--- src/rtl/pix_ser_pkg.sv ---
package pix_ser_pkg;
  localparam int unsigned BYTE_W = 8;
  localparam int unsigned SLOT_N = 8;
  localparam int unsigned CNT_W  = $clog2(SLOT_N);
  localparam int unsigned PEN_W  = 4;

  typedef enum logic [1:0] {
    MODE_PEN16 = 2'd0,
    MODE_PEN4  = 2'd1,
    MODE_PEN2  = 2'd2,
    MODE_PEN2X = 2'd3
  } pix_mode_e;

  // fixed tap positions; the register moves one bit per pixel
  function automatic logic [PEN_W-1:0] pen_pick(logic [BYTE_W-1:0] sr, pix_mode_e m);
    case (m)
      MODE_PEN16: pen_pick = {sr[1], sr[5], sr[3], sr[7]};
      MODE_PEN4:  pen_pick = {2'b00, sr[3], sr[7]};
      default:    pen_pick = {3'b000, sr[7]};
    endcase
  endfunction

  // slot index after which the next pixel begins
  function automatic logic step_due(logic [CNT_W-1:0] cnt, pix_mode_e m);
    case (m)
      MODE_PEN16: step_due = (cnt[1:0] == 2'b11);
      MODE_PEN4:  step_due = cnt[0];
      default:    step_due = 1'b1;
    endcase
  endfunction
endpackage

--- src/rtl/pix_ser_seq.sv ---
module pix_ser_seq
  import pix_ser_pkg::*;
(
  input  logic      clk_i,
  input  logic      rst_ni,
  input  logic      pix_en_i,
  input  logic      disp_en_i,
  input  logic [1:0] mode_i,
  output logic      load_o,
  output logic      shift_o,
  output logic      act_o,
  output logic      phase_o,
  output pix_mode_e mode_o
);
  logic [CNT_W-1:0] cnt_q;
  logic             act_q, phase_q;
  pix_mode_e        mode_q;

  localparam logic [CNT_W-1:0] LastSlot = CNT_W'(SLOT_N - 1);

  assign load_o  = pix_en_i & disp_en_i & (~act_q | (cnt_q == LastSlot));
  assign shift_o = pix_en_i & disp_en_i & act_q & ~load_o & step_due(cnt_q, mode_q);
  assign act_o   = act_q;
  assign phase_o = phase_q;
  assign mode_o  = mode_q;

  always_ff @(posedge clk_i or negedge rst_ni) begin
    if (!rst_ni) begin
      cnt_q   <= '0;
      act_q   <= 1'b0;
      phase_q <= 1'b0;
      mode_q  <= MODE_PEN16;
    end else if (pix_en_i) begin
      if (!disp_en_i) begin
        cnt_q   <= '0;
        act_q   <= 1'b0;
        phase_q <= 1'b0;
      end else if (load_o) begin
        cnt_q   <= '0;
        act_q   <= 1'b1;
        phase_q <= ~phase_q;
        mode_q  <= pix_mode_e'(mode_i);
      end else begin
        cnt_q <= cnt_q + 1'b1;
      end
    end
  end
endmodule

--- src/rtl/pix_ser_shreg.sv ---
module pix_ser_shreg
  import pix_ser_pkg::*;
(
  input  logic              clk_i,
  input  logic              rst_ni,
  input  logic              load_i,
  input  logic              shift_i,
  input  logic [BYTE_W-1:0] byte_i,
  input  pix_mode_e         mode_i,
  output logic [PEN_W-1:0]  pen_o
);
  logic [BYTE_W-1:0] sr_q;

  always_ff @(posedge clk_i or negedge rst_ni) begin
    if (!rst_ni)      sr_q <= '0;
    else if (load_i)  sr_q <= byte_i;
    else if (shift_i) sr_q <= {sr_q[BYTE_W-2:0], 1'b0};
  end

  assign pen_o = pen_pick(sr_q, mode_i);
endmodule

--- src/rtl/pix_ser_palette.sv ---
module pix_ser_palette #(
  parameter int unsigned PEN_W = 4,
  parameter int unsigned COL_W = 5
) (
  input  logic             clk_i,
  input  logic             rst_ni,
  input  logic             we_i,
  input  logic [PEN_W-1:0] waddr_i,
  input  logic [COL_W-1:0] wdata_i,
  input  logic [PEN_W-1:0] pen_i,
  output logic [COL_W-1:0] colour_o
);
  localparam int unsigned Depth = 1 << PEN_W;

  logic [COL_W-1:0] ent_q [Depth];

  for (genvar g = 0; g < Depth; g++) begin : g_ent
    always_ff @(posedge clk_i or negedge rst_ni) begin
      if (!rst_ni)                                    ent_q[g] <= COL_W'(g);
      else if (we_i && (waddr_i == PEN_W'(g)))        ent_q[g] <= wdata_i;
    end
  end

  assign colour_o = ent_q[pen_i];
endmodule

--- src/rtl/pix_serializer.sv ---
module pix_serializer
  import pix_ser_pkg::*;
#(
  parameter int unsigned COL_W = 5
) (
  input  logic             clk_i,
  input  logic             rst_ni,
  input  logic             pix_en_i,
  input  logic             disp_en_i,
  input  logic [1:0]       mode_i,
  input  logic [3:0]       border_i,
  input  logic [7:0]       data_i,
  output logic             ld_o,
  output logic             phase_o,
  output logic [3:0]       pen_o,
  output logic             vld_o,
  output logic [COL_W-1:0] colour_o,
  input  logic             pal_we_i,
  input  logic [3:0]       pal_addr_i,
  input  logic [COL_W-1:0] pal_data_i
);
  logic             load, shift, act;
  pix_mode_e        mode_q;
  logic [PEN_W-1:0] sr_pen;

  pix_ser_seq u_seq (
    .clk_i, .rst_ni, .pix_en_i, .disp_en_i, .mode_i,
    .load_o(load), .shift_o(shift), .act_o(act), .phase_o, .mode_o(mode_q)
  );

  pix_ser_shreg u_shreg (
    .clk_i, .rst_ni, .load_i(load), .shift_i(shift),
    .byte_i(data_i), .mode_i(mode_q), .pen_o(sr_pen)
  );

  assign ld_o  = load;
  assign vld_o = pix_en_i & disp_en_i & act;
  assign pen_o = (act && disp_en_i) ? sr_pen : border_i;

  pix_ser_palette #(.PEN_W(PEN_W), .COL_W(COL_W)) u_pal (
    .clk_i, .rst_ni, .we_i(pal_we_i), .waddr_i(pal_addr_i),
    .wdata_i(pal_data_i), .pen_i(pen_o), .colour_o
  );
endmodule

--- config.mk ---
export PLATFORM = sky130hd
export DESIGN_NAME = pix_serializer
export DESIGN_NICKNAME = d
export VERILOG_FILES = /design/src/rtl/pix_ser_pkg.sv /design/src/rtl/pix_ser_seq.sv /design/src/rtl/pix_ser_shreg.sv /design/src/rtl/pix_ser_palette.sv /design/src/rtl/pix_serializer.sv
export SDC_FILE = /design/constraint.sdc
export NUM_CORES = 1
export LEC_CHECK = 0
export BUFFER_PORTS_ARGS = -buffer_cell sky130_fd_sc_hd__buf_4
export CAP_MARGIN = 40
export CORE_ASPECT_RATIO = 1.4
export CORE_MARGIN = 3
export CORE_UTILIZATION = 59
export DETAILED_ROUTE_END_ITERATION = 10
export PLACE_DENSITY = 0.79
export REMOVE_ABC_BUFFERS = 1
export SLEW_MARGIN = 15
export SYNTH_ARGS = -nofsm -noshare
export SYNTH_HDL_FRONTEND = slang
export SYNTH_SLANG_ARGS = --single-unit
--- constraint.sdc ---
create_clock -name clk_i -period 2.3 [get_ports clk_i]
set_clock_uncertainty 0.05 [all_clocks]
set_input_delay 0.115 -clock clk_i [delete_from_list [all_inputs] [get_ports clk_i]]
set_output_delay 0.115 -clock clk_i [all_outputs]
set_load 0.01 [all_outputs]
==> impl_metrics.json <==
{
  "routed-via-count": 3604,
  "hold_class": "input pin to flop",
  "setup_violations": 5,
  "grt_use_total": 0.275,
  "cts_tree": "yes",
  "die_h_um": 111,
  "synth_area_um2": 4640,
  "layout.nets": 477,
  "vdd_drop_max_v": 0.000540,
  "path_class": "flop to primary output",
  "mostFrequentLayoutCells": "84 x mux2_2, 62 x dfrtp_1, 51 x buf_4",
  "wirelength_mm": 12.4,
  "p_clk_frac": 0.270,
  "rsz0062_at_grt": "yes",
  "syn_area_per_cell_um2": 12.0,
  "path_buf_inv": 2,
  "ys.warnings.count": 0,
  "relSlewSlack": 0.553,
  "rows": 37,
  "dp_slack_ns": 0.00699,
  "wl_per_cell_um": 22.6,
  "r2r-start": "u_seq.cnt_q[0]",
  "failed_checks": "setup timing",
  "core-area_um2": 7500,
  "hold_viol_final": 0,
  "synth_seq_area_share": 0.521,
  "place_inst": 511,
  "r2r_slack_ns": 0.31,
  "fmax_mhz": 374,
  "gr-total-overflow": 0,
  "async_reset_ff_frac": 1.00,
  "hold_slack_ns": 0.0573,
  "dr_wl_met2_mm": 6.25,
  "drc": 0,
  "pwr_density_cell_nw_per_um2": 848,
  "cpPeakStageDelay_ns": 0.47,
  "critPathLaunch": "u_seq.act_o",
  "fin_crit_sh": 1.16,
  "p_seq_frac": 0.488,
  "crit_chain": "a21bo_4 -> buf_12 -> and3_1 -> a211oi_2 -> a311oi_2 -> or4_1 -> buf_4",
  "drive_above_1_share": 0.498,
  "m1WireLength_mm": 4.74,
  "worst_path_max_delay_cell": "dfrtp_2",
  "maxCapViolCount": 0,
  "r2r-end": "u_seq.mode_o[1]",
  "critPathCaptureType": "primary output",
  "numCtsBuffers": 9,
  "final_cells": 549,
  "synth_edf_count": 0,
  "design.die.area_um2": 8980,
  "setup_tns_ns": -1.56,
  "period_minus_slack_ns": 2.68,
  "drt_iter0_drc": 330,
  "start_util": 0.619,
  "wl_met3_um": 775,
  "clock_path_buffers": 2,
  "critPathLaunchType": "flop",
  "top_layer": "met4",
  "crit_required_ns": 2.13,
  "clk_pin_slew_ns": 0.09,
  "die_w_um": 81.0,
  "min_from": "pal_data_i[1]",
  "finalPower_uw": 4890,
  "grt_pass1_wl_mm": 18.6,
  "swShare": 0.278,
  "syn_to_final_growth_pct": 24.2,
  "synth_cells": 387,
  "drt-vias-per-instance": 6.56,
  "worstSkewPairLatency_ns": 0.38,
  "outcome": "complete, but fails checks",
  "cp_data_arrival_time_ns": 2.51,
  "nFillCells": 457,
  "final_common_cell": "mux2_2",
  "cts_max_level": 3,
  "drt_pass1_iterations": 5,
  "grt_pass1_vias": 3577,
  "crit_path_end": "colour_o[4]",
  "place_hpwl_mm": 7.45,
  "num_antenna_cells": 0,
  "synth_ff_type": "dfrtp_1",
  "antenna_found_initial": 0,
  "cp_top_family": "compound AO/OA/AOI/OAI gates",
  "numPortBuffers": 39,
  "power.internal_uw": 3530,
  "cp.depth": 7,
  "pwr-share-comb": 0.242,
  "setup_ws_ns": -0.376,
  "io_pins": 40,
  "grt_max_degree": 41,
  "ys_ff_latch": 95,
  "worstMarginPinSlew_ns": 0.667,
  "power.leakage_uw": 0.00251,
  "cts.sinks": 95,
  "p_switching_uw": 1360,
  "crit_fanout": 32,
  "antenna_left": 0,
  "cts_root_buffer": "clkbuf_8",
  "slew_viol_final": 0,
  "yosys.cell_types.count": 31,
  "ff2ff_path_depth": 6,
  "place_congestion": 0.902
}
flip-flops by register name (all words and copies together), names as in the netlist:
register	flops
u_pal.ent_q	80
u_seq.act_o	1
u_seq.cnt_q	3
u_seq.mode_o	2
u_seq.phase_o	1
u_shreg.sr_q	8
cells in the mapped netlist, drive strengths merged, types with 2 or more instances:
cell type	count	area, um2
nand2	31	121
nand3	17	85.1
ha	2	25.0
mux2	84	946
or4	5	37.5
a22oi	2	15.0
o21ai	14	73.8
nor2	11	41.3
nand2b	3	18.8
nand3b	4	30.0
buf	5	33.8
a311oi	12	105
or3	3	18.8
clkbuf	20	75.1
inv	7	26.3
and3	21	131
mux2i	16	160
a211oi	28	225
dfrtp	63	1580
dfstp	32	841
nor2b	3	18.8
routing by layer:
metal,vias up,global-route usage
li1,1552,-
met1,1809,0.345
met2,190,0.440
met3,53,0.0463
met4,0,0.154
met5,-,0
worst min path at each step:
stage,cells past startpoint,to,slack (ns)
after floorplan,0,u_pal.ent_q[11],-0.23
after global placement,1,u_pal.ent_q[39],0.07
after detailed placement,1,u_pal.ent_q[27],0.08
after CTS,2,u_pal.ent_q[76],0.06
after global routing,2,u_pal.ent_q[36],0.07
final,2,u_pal.ent_q[76],0.06
per-stage QoR:
stage / cell area (um2) / util
floorplan: 4530 / -
global placement: 5070 / 0.677
detailed placement: 5080 / 0.678
CTS: 5600 / 0.747
global route: 5770 / 0.769
finish: 5770 / 0.769
cell type report:
| cell class | instances | area [um2] | share of cell area |
|---|---|---|---|
| inverters | 7 | 28.8 | 0.00499 |
| clock buffers | 12 | 145 | 0.0252 |
| clock inverters | 4 | 95.1 | 0.0165 |
| repair buffers | 74 | 712 | 0.123 |
| well taps | 97 | 121 | 0.0211 |
| flip-flops and latches | 95 | 2420 | 0.419 |
| multi-input cells | 260 | 2240 | 0.389 |
power by group through the flow:
| stage | clock (uW) | sequential, uW | combinational, uW |
|---|---|---|---|
| floorplan | 0 | 2300 | 655 |
| global placement | 0 | 2350 | 952 |
| detailed placement | 0 | 2380 | 995 |
| CTS | 1330 | 2360 | 1090 |
| global route | 1410 | 2420 | 1270 |
| finish | 1320 | 2390 | 1180 |
logic make-up (layout without fill, tap and decap cells):
family / count (synthesis) / after routing / synth area share
AOI/OAI and AO/OA: 57 / 57 / 0.0925
DFF: 95 / 95 / 0.521
adders and majority gates: 2 / 2 / 0.00539
and+or+nand+nor: 101 / 101 / 0.114
buffers and inverters: 32 / 97 / 0.0291
muxes: 100 / 100 / 0.238
repair_timing:
| item | CTS | global route |
|---|---|---|
| endpoints found under the setup margin | 5 | 5 |
| buffers inserted | 4 | 1 |
| gates resized for setup | 18 | 21 |
| gates cloned | 1 | 2 |
| pin swaps | 3 | 10 |
| hold buffers | 14 | 0 |
| hold endpoints to repair | 36 | 0 |
Power figures use the tool's default switching activity.
